`src/rtl/cic_pkg.sv`:
```
package cic_pkg;

   typedef enum logic [1:0] {
      SCH_NONE = 2'd0,
      SCH_SUM  = 2'd1,
      SCH_CRC  = 2'd2
   } cic_scheme_e;

   localparam logic [7:0] MT_GEN1 = 8'd4;
   localparam logic [7:0] MT_GEN2 = 8'd7;
   localparam logic [7:0] MT_GEN3 = 8'd8;
   localparam logic [7:0] MT_GEN4 = 8'd11;

   function automatic cic_scheme_e cic_pick_scheme(input logic [7:0] kind);
      cic_scheme_e s;
      case (kind)
         MT_GEN1, MT_GEN2, MT_GEN3: s = SCH_SUM;
         MT_GEN4:                   s = SCH_CRC;
         default:                   s = SCH_NONE;
      endcase
      return s;
   endfunction

endpackage

```
`src/rtl/cic_seq_ctl.sv`:
```
module cic_seq_ctl
   import cic_pkg::*;
#(
   parameter int ADDR_W         = 8,
   parameter int CRC_W          = 16,
   parameter int TYPE_ADDR      = 2,
   parameter int SUM_LAST       = 62,
   parameter int CRC_SHORT_LAST = 116,
   parameter int CRC_LONG_LAST  = 125,
   parameter int CRC_LO_ADDR    = 126,
   parameter int COV_FLAG_BIT   = 7
) (
   input  logic              clk_i,
   input  logic              rst_ni,
   input  logic              start_i,
   input  logic              vld_i,
   input  logic [ADDR_W-1:0] addr_i,
   input  logic [7:0]        data_i,
   input  logic [7:0]        sum_i,
   input  logic [CRC_W-1:0]  crc_i,
   output logic              acc_clr_o,
   output logic              sum_en_o,
   output logic              crc_en_o,
   output logic              done_o,
   output logic              pass_o,
   output logic              fail_o,
   output logic              unsup_o,
   output logic              seq_err_o
);

   localparam int SUM_CHK_ADDR = SUM_LAST + 1;
   localparam int CRC_HI_ADDR  = CRC_LO_ADDR + 1;

   localparam logic [ADDR_W-1:0] A_TYPE  = ADDR_W'(TYPE_ADDR);
   localparam logic [ADDR_W-1:0] A_SLAST = ADDR_W'(SUM_LAST);
   localparam logic [ADDR_W-1:0] A_SCHK  = ADDR_W'(SUM_CHK_ADDR);
   localparam logic [ADDR_W-1:0] A_SHORT = ADDR_W'(CRC_SHORT_LAST);
   localparam logic [ADDR_W-1:0] A_LONG  = ADDR_W'(CRC_LONG_LAST);
   localparam logic [ADDR_W-1:0] A_LO    = ADDR_W'(CRC_LO_ADDR);
   localparam logic [ADDR_W-1:0] A_HI    = ADDR_W'(CRC_HI_ADDR);

   if (CRC_W != 16) begin : g_bad_crc_w
      $error("cic_seq_ctl: stored CRC spans two bytes, CRC_W must be 16");
   end
   if ((1 << ADDR_W) <= CRC_HI_ADDR) begin : g_bad_addr_w
      $error("cic_seq_ctl: ADDR_W too narrow for the image");
   end
   if (!(TYPE_ADDR < SUM_LAST && CRC_SHORT_LAST < CRC_LONG_LAST &&
         CRC_LONG_LAST < CRC_LO_ADDR && TYPE_ADDR > 0)) begin : g_bad_layout
      $error("cic_seq_ctl: image layout parameters out of order");
   end
   if (COV_FLAG_BIT > 7) begin : g_bad_flag
      $error("cic_seq_ctl: coverage flag must lie within a byte");
   end

   logic              busy_q;
   logic [ADDR_W-1:0] exp_q;
   logic              short_q;
   cic_scheme_e       scheme_q;
   logic [7:0]        crc_lo_q;
   logic              done_q, pass_q, fail_q, unsup_q, serr_q;

   logic              accept, in_order, hit, bad;
   logic [ADDR_W-1:0] cov_last;
   cic_scheme_e       scheme_now;

   always_comb begin
      accept     = busy_q && vld_i && !start_i;
      in_order   = (addr_i == exp_q);
      hit        = accept && in_order;
      bad        = accept && !in_order;
      cov_last   = short_q ? A_SHORT : A_LONG;
      scheme_now = cic_pick_scheme(data_i);
   end

   assign acc_clr_o = start_i;
   assign sum_en_o  = hit && (addr_i <= A_SLAST);
   assign crc_en_o  = hit && (addr_i <= cov_last);

   always_ff @(posedge clk_i or negedge rst_ni) begin
      if (!rst_ni) begin
         busy_q   <= 1'b0;
         exp_q    <= '0;
         short_q  <= 1'b0;
         scheme_q <= SCH_NONE;
         crc_lo_q <= '0;
         done_q   <= 1'b0;
         pass_q   <= 1'b0;
         fail_q   <= 1'b0;
         unsup_q  <= 1'b0;
         serr_q   <= 1'b0;
      end else if (start_i) begin
         busy_q   <= 1'b1;
         exp_q    <= '0;
         short_q  <= 1'b0;
         scheme_q <= SCH_NONE;
         crc_lo_q <= '0;
         done_q   <= 1'b0;
         pass_q   <= 1'b0;
         fail_q   <= 1'b0;
         unsup_q  <= 1'b0;
         serr_q   <= 1'b0;
      end else begin
         done_q <= 1'b0;
         if (bad) begin
            busy_q <= 1'b0;
            done_q <= 1'b1;
            serr_q <= 1'b1;
         end else if (hit) begin
            exp_q <= exp_q + 1'b1;
            if (addr_i == '0) short_q <= data_i[COV_FLAG_BIT];
            if (addr_i == A_TYPE) begin
               scheme_q <= scheme_now;
               if (scheme_now == SCH_NONE) begin
                  busy_q  <= 1'b0;
                  done_q  <= 1'b1;
                  unsup_q <= 1'b1;
               end
            end
            if (scheme_q == SCH_SUM && addr_i == A_SCHK) begin
               busy_q <= 1'b0;
               done_q <= 1'b1;
               pass_q <= (data_i == sum_i);
               fail_q <= (data_i != sum_i);
            end
            if (scheme_q == SCH_CRC && addr_i == A_LO) crc_lo_q <= data_i;
            if (scheme_q == SCH_CRC && addr_i == A_HI) begin
               busy_q <= 1'b0;
               done_q <= 1'b1;
               pass_q <= ({data_i, crc_lo_q} == crc_i);
               fail_q <= ({data_i, crc_lo_q} != crc_i);
            end
         end
      end
   end

   assign done_o    = done_q;
   assign pass_o    = pass_q;
   assign fail_o    = fail_q;
   assign unsup_o   = unsup_q;
   assign seq_err_o = serr_q;

   // outcomes are exclusive
   p_outcome_excl_r9: assert property (@(posedge clk_i) disable iff (!rst_ni)
      $onehot0({pass_q, fail_q, unsup_q, serr_q}));

   // every strobe carries exactly one outcome
   p_done_outcome_r1: assert property (@(posedge clk_i) disable iff (!rst_ni)
      done_q |-> $onehot({pass_q, fail_q, unsup_q, serr_q}));

   // strobe is one cycle wide
   p_done_pulse_r7: assert property (@(posedge clk_i) disable iff (!rst_ni)
      done_q |=> !done_q);

   // results change only together with a strobe or after start
   p_result_hold_r7: assert property (@(posedge clk_i) disable iff (!rst_ni)
      !start_i |=> (done_q || $stable({pass_q, fail_q, unsup_q, serr_q})));

   // start clears every result
   p_start_clear_r8: assert property (@(posedge clk_i) disable iff (!rst_ni)
      start_i |=> (!done_q && !pass_q && !fail_q && !unsup_q && !serr_q));

   // no strobe without an active check
   p_idle_quiet_r10: assert property (@(posedge clk_i) disable iff (!rst_ni)
      (!busy_q && !start_i) |=> !done_q);

   // an out-of-order beat aborts in the next cycle
   p_gap_abort_r6: assert property (@(posedge clk_i) disable iff (!rst_ni)
      (busy_q && vld_i && !start_i && addr_i != exp_q) |=> (done_q && serr_q));

endmodule

```
`config.mk`:
```
export PLATFORM = sky130hd
export DESIGN_NAME = cic_seq_ctl
export DESIGN_NICKNAME = d
export VERILOG_FILES = /design/src/rtl/cic_pkg.sv /design/src/rtl/cic_seq_ctl.sv
export SDC_FILE = /design/constraint.sdc
export NUM_CORES = 1
export LEC_CHECK = 0
export ABC_CLOCK_PERIOD_IN_PS = 5400
export BUFFER_PORTS_ARGS = -buffer_cell sky130_fd_sc_hd__buf_4
export CAP_MARGIN = 20
export CORE_MARGIN = 2
export CORE_UTILIZATION = 44
export DETAILED_ROUTE_END_ITERATION = 6
export PLACE_DENSITY_LB_ADDON = 0.15
export RECOVER_POWER = 50
export SYNTH_ARGS = -nofsm -noshare
export SYNTH_HDL_FRONTEND = slang
export SYNTH_SLANG_ARGS = --single-unit
```
`constraint.sdc`:
```
create_clock -name clk_i -period 5.4 [get_ports clk_i]
set_clock_uncertainty 0.15 [all_clocks]
set_input_delay 0.54 -clock clk_i [delete_from_list [all_inputs] [get_ports clk_i]]
set_output_delay 0.54 -clock clk_i [all_outputs]
set_load 0.02 [all_outputs]
```
## Word level (Yosys, flattened, before mapping)

Index checks and enable logic that the tools add are counted.

- Register bits: 25
- Memories: 0
- Bits in writable memories: 0
- Bits of input ports: 44
- Latch bits: 0
- Memory bits (read-only): 0
- Logic and storage cells: 108
- Output and inout port bits: 8

- Muxes and demuxes: 48
- Div/mod/pow operators: 0
- Equal/unequal tests: 16
- $add $sub $neg: 1
- Reduce and logical (&&, ||, !) cells: 31
- $mul: 0
- $lt $le $gt $ge: 2
- Shift-type cells: 0
- Bitwise operators: 0

Operators with widths:

| cell | count |
|---|---|
| two-way mux 8 bit | 7 |
| two-way mux 1 bit | 35 |
| == test 16 bit | 1 |
| == test 8 x 3 -> 1 bit (second input constant) | 2 |
| == test 8 x 4 -> 1 bit (second input constant) | 2 |
| == test 8 x 7 -> 1 bit (second input constant) | 2 |
| == test 8 bit | 2 |
| != test 16 bit | 1 |
| AND reduction 3 bit | 5 |
| nonzero test 2 bit | 6 |
| nonzero test 5 bit | 2 |
| logical AND 1 bit | 9 |
| adder 8 x 1 -> 8 bit (second input constant) | 1 |
| == test 8 x 2 -> 1 bit (second input constant) | 1 |
| == test 8 x 6 -> 1 bit (second input constant) | 1 |
| less-or-equal comparator 8 x 6 -> 1 bit (second input constant) | 1 |
| less-or-equal comparator 8 x 7 -> 1 bit | 1 |
| logical NOT 8 bit | 1 |
| two-way mux 2 bit | 4 |
| != test 8 bit | 1 |
| nonzero test 3 bit | 2 |
| two-way mux 4 bit | 1 |
| case mux 2 bit (2 select lines) | 1 |
| AND reduction 4 bit | 1 |
| 7 further kinds | 8 |

## Longest topological paths before layout

- Depth after elaboration: 11
- Gate-level depth with buffers: 6
- Mapped depth without buffers: 5

## Least setup slack after synthesis

No wires, ideal clock.

- Path kind: input-to-output
- From: in addr_i[3]
- To: out sum_en_o
- Required time: 4.710 ns
- Cell stages on the path: 5
- Setup slack: 2.744 ns
- Arrival time: 1.966 ns
- Path buffers: 0
- Cell sequence: xnor2_1 nand4_2 nor3_1 nand2_1 a211oi_1

- Longest elaborated chain between the ends: 3
- Elaborated cells between the ends (all ways): 4
- Those cells by class: order compare: 1; eq/ne: 1; reduce/logical: 2

RTL lines:

| what | line | RTL |
|---|---|---|
| start, declared | cic_seq_ctl.sv:17 | `input logic [ADDR_W-1:0] addr_i,` |
| branches (longest 2 deep; another with less-or-equal comparator 8 x 6 -> 1 bit) | -- |  |
| logical AND 1 bit (*) | cic_seq_ctl.sv:77 | `assign sum_en_o = hit && (addr_i <= A_SLAST);` |
| end, declared | cic_seq_ctl.sv:22 | `output logic sum_en_o,` |

Mark *: on every way between the ends.

## Final worst setup path

- From: reg exp_q[3]
- To: out crc_en_o

- Longest elaborated chain between the ends: 3

RTL lines:

| what | line | RTL |
|---|---|---|
| start, declared | cic_seq_ctl.sv:57 | `logic [ADDR_W-1:0] exp_q;` |
| start signal, assigned | cic_seq_ctl.sv:110 | `exp_q <= exp_q + 1'b1;` |
| == test 8 bit | cic_seq_ctl.sv:69 | `in_order = (addr_i == exp_q);` |
| logical AND 1 bit | cic_seq_ctl.sv:70 | `hit = accept && in_order;` |
| logical AND 1 bit | cic_seq_ctl.sv:78 | `assign crc_en_o = hit && (addr_i <= cov_last);` |
| end, declared | cic_seq_ctl.sv:23 | `output logic crc_en_o,` |

Every way passes these cells.

==> impl_metrics.py <==
metrics = {
    "run_status": {
        "outcome": "complete, no violations",
    },
    "sta": {
        "relative_slew_slack_pct": 11.3,
        "grt_setup_unrepaired": "no",
        "finalMaxSlewViolations": 0,
        "worst-slew-pin-transition_ns": 1.33,
        "fin_worst_hold_slack_ns": 0.362,
        "timing.setup.tns_ns": 0,
        "fin_ws_ns": 2.51,
        "finalHoldViolations": 0,
        "fin_crit_sh_pct": 53.6,
        "finalCriticalPeriod_ns": 2.89,
        "max_clock_freq_mhz": 346,
        "report.final.setup_viol": 0,
    },
    "setup_path": {
        "reg2reg_setup_slack_ns": 3.29,
        "critical_path.slowest_cell": "nor3_1",
        "critPathCaptureType": "output port",
        "timing.critical_path.slowest_cell_delay_ns": 0.54,
        "timing_worst_setup_path_type": "reg2out",
        "timing.critical_path.buf_inv": 1,
        "cp_max_fo": 7,
        "cp_cell_sequence": "xnor2_1 -> nand4_2 -> nor3_1 -> nand2_1 -> a31oi_1 -> buf_4",
        "critical_path.startpoint": "exp_q[3]",
        "cp-start-kind": "register",
        "cp_top_family": "simple AND/OR/NAND/NOR gates",
        "arrival_ns": 2.20,
        "worst_r2r_startpoint": "exp_q[7]",
        "cp.required_ns": 4.71,
    },
    "clock_network": {
        "clk_latency_ns": 0.26,
        "post_cts.repair.setup_buffers": 0,
        "ctsResizeCount": 0,
        "cts_made_buffers": 3,
        "cts.htree.levels": 1,
        "cts_hold_buf": 0,
        "cts-root-to-sink-buffers": 2,
        "clock_sink_count": 25,
        "cell_at_the_root_of_the_clock_tree": "clkbuf_8",
        "path_clk_slew_ns": 0.09,
        "cts_tree": "done",
    },
    "global_route": {
        "largest_net_degree_at_the_start_of_global_routing": 30,
        "grt_util_met3_pct": 3.17,
        "grt_antenna_before_repair": 0,
        "grt_pass1_vias": 1406,
        "met1_capacity_usage_during_global_routing_pct": 29.0,
        "grt_busiest_layer": "met2",
        "grt_util_met2_pct": 30.2,
        "global_route_usage_over_all_layers_pct": 19.6,
        "overflow": 0,
        "wire_length_of_the_first_global_routing_pass_um": 6730,
    },
    "place": {
        "placement.setup.worst_slack_ns": 2.55,
        "placed_area_mm2": 0.00217,
        "port-buffer-count": 51,
        "dp_hpwl_um": 3200,
        "globalplace.congestion": 0.804,
    },
    "floorplan": {
        "die_w_um": 67.1,
        "ioPinCount": 52,
        "floorplan.die_area_mm2": 0.00451,
        "start_util_pct": 46.9,
        "core_area_mm2": 0.00374,
        "die_h_um": 67.1,
        "floorplan.rows": 22,
    },
    "synth": {
        "post_synth.cell_area_avg_um2": 9.59,
        "synthesis.nets": 230,
        "synthArstFlopShare_pct": 100,
        "yosys_most_used_dff": "dfrtp_1",
        "ys_warnings": 0,
        "post_synth_inst_count": 183,
        "synth_area_mm2": 0.00175,
        "synthDistinctLibCells": 42,
        "synth-edff-count": 0,
        "ys_ff_latch": 25,
        "yosysSeqAreaShare_pct": 35.7,
    },
    "detailed_routing": {
        "route.detailed.vias_per_inst": 5.30,
        "firstDrtPassIters": 4,
        "wire_per_inst_um": 14.5,
        "via_count": 1488,
        "detailed_route_wire_length_um": 4080,
        "postRouteAntennaNets": 0,
        "detailedRoute.firstIterationViolations": 88,
        "drc": 0,
    },
    "pwr": {
        "cellInternalPower_w": 0.000276,
        "p_clk_share_pct": 29.7,
        "power.switching_fraction_pct": 25.9,
        "leakagePower_nw": 1.04,
        "power_density_mw_per_mm2": 170,
        "flop_pwr_share_pct": 50.8,
        "ir_worst_vdd_mv": 0.161,
        "comb_power_share_pct": 19.5,
        "sw_pwr_w": 0.0000965,
    },
    "final_layout": {
        "finalInstanceArea_mm2": 0.00219,
        "insertedDiodeCount": 0,
        "num-nets-final": 281,
        "area.growth.synth_to_final_pct": 25.1,
        "drive_gt1_share_pct": 27.5,
        "final.fill_count": 366,
    },
    "hold_path": {
        "hold_path.class": "reg2reg",
        "hp-start": "busy_q",
    },
    "job": {
        "max-cap-violations": 0,
    },
}
[worst reg2reg max path, delay by kind of cell, from the launching register on]
family,cells,cell delay [ns]
simple gates,3,0.94
flops,1,0.41
xor+xnor,1,0.27
compound gates,1,0.22
[logic make-up after synthesis]
kind of cell	after synthesis	share of synthesized area [%]
buf+inv	9	2.57
xor+xnor	36	19.3
fa+ha+maj	3	2.14
compound gates	17	6.28
simple gates	80	26.5
mux	13	7.56
flops	25	35.7
[routing by layer]
layer	up-vias	wire [um]
li1	759	-
met1	704	1980
met2	23	1900
met3	2	170
met4	0	23
met5	-	0
[layout by cell type (no fill, tap or decap), types with 3 or more instances in the layout]
cell / count
nand3_1: 5
dfrtp_1: 25
xor2_1: 24
xnor2_1: 9
buf_4: 46
and4_1: 3
and3_2: 4
xnor2_2: 3
clkbuf_1: 5
nand2b_1: 5
nand4_1: 4
a21oi_1: 6
mux2i_1: 11
nand2_1: 5
ha_1: 3
nor4_1: 12
nor2_1: 21
clkbuf_8: 3
inv_1: 4
nor3_1: 6
[path summary, 6_finish.rpt]
path                       depth (start not counted)         to
max in group asynchronous                          1  seq_err_o
min in group asynchronous                          1   exp_q[7]
setup / recovery                                   6   crc_en_o
hold reg to reg                                    1     busy_q
hold / removal                                     1     busy_q
setup reg to reg                                   5     pass_o
[cell usage after synthesis, types with 2 or more instances]
library cell / number / area, um^2
nand3_1: 5 / 25.0
mux2_2: 2 / 22.5
and3_2: 4 / 30.0
and4_1: 3 / 26.3
xor2_1: 24 / 210
dfrtp_1: 25 / 626
nor4_1: 12 / 75.1
nor2b_1: 2 / 12.5
nand2_1: 5 / 18.8
clkbuf_1: 2 / 7.51
inv_1: 4 / 15.0
mux2i_1: 11 / 110
nor3_1: 6 / 30.0
nor2_1: 21 / 78.8
nand4_1: 4 / 25.0
a21oi_1: 6 / 30.0
xnor2_1: 9 / 78.8
nand2b_1: 5 / 31.3
nor3b_1: 2 / 15.0
a21o_1: 2 / 15.0
xnor2_2: 3 / 48.8
ha_1: 3 / 37.5
nand4_2: 2 / 25.0
o211ai_1: 2 / 15.0
o31ai_1: 2 / 15.0
[power by group through the flow]
| stage | Clock (W) | Combinational (W) | Sequential (W) |
|---|---|---|---|
| after detailed placement | 0 | 0.0000745 | 0.000193 |
| after global placement | 0 | 0.0000741 | 0.000193 |
| final | 0.000111 | 0.0000727 | 0.000189 |
| after CTS | 0.000117 | 0.0000748 | 0.000189 |
| after floorplan | 0 | 0.0000294 | 0.000194 |
| after global routing | 0.000125 | 0.0000808 | 0.000190 |
[through the flow]
step | cells | power [W] | utilization (%)
after CTS | 281 | 0.000381 | 59.1
after detailed placement | 277 | 0.000267 | 57.9
after floorplan | 183 | 0.000224 | -
after global routing | 281 | 0.000395 | 58.6
after global placement | 277 | 0.000267 | 57.9
final | 281 | 0.000372 | 58.6
[registers in the layout (all words and copies together), names as in the netlist]
signal,flops
short_q,1
unsup_o,1
exp_q,8
pass_o,1
busy_q,1
done_o,1
scheme_q,2
crc_lo_q,8
fail_o,1
seq_err_o,1
[final cells by class]
class                   instances  area (um^2)  share of cell area (%)
clock buffers                   3         41.3                    1.88
clock inverters                 1         5.00                   0.228
inverters                       4         15.0                   0.684
multi-input cells             149         1080                    49.4
flip-flops and latches         25          626                    28.5
well taps                      48         60.1                    2.74
repair buffers                 51          364                    16.6
No activity file was read; power rests on OpenSTA's default activity.
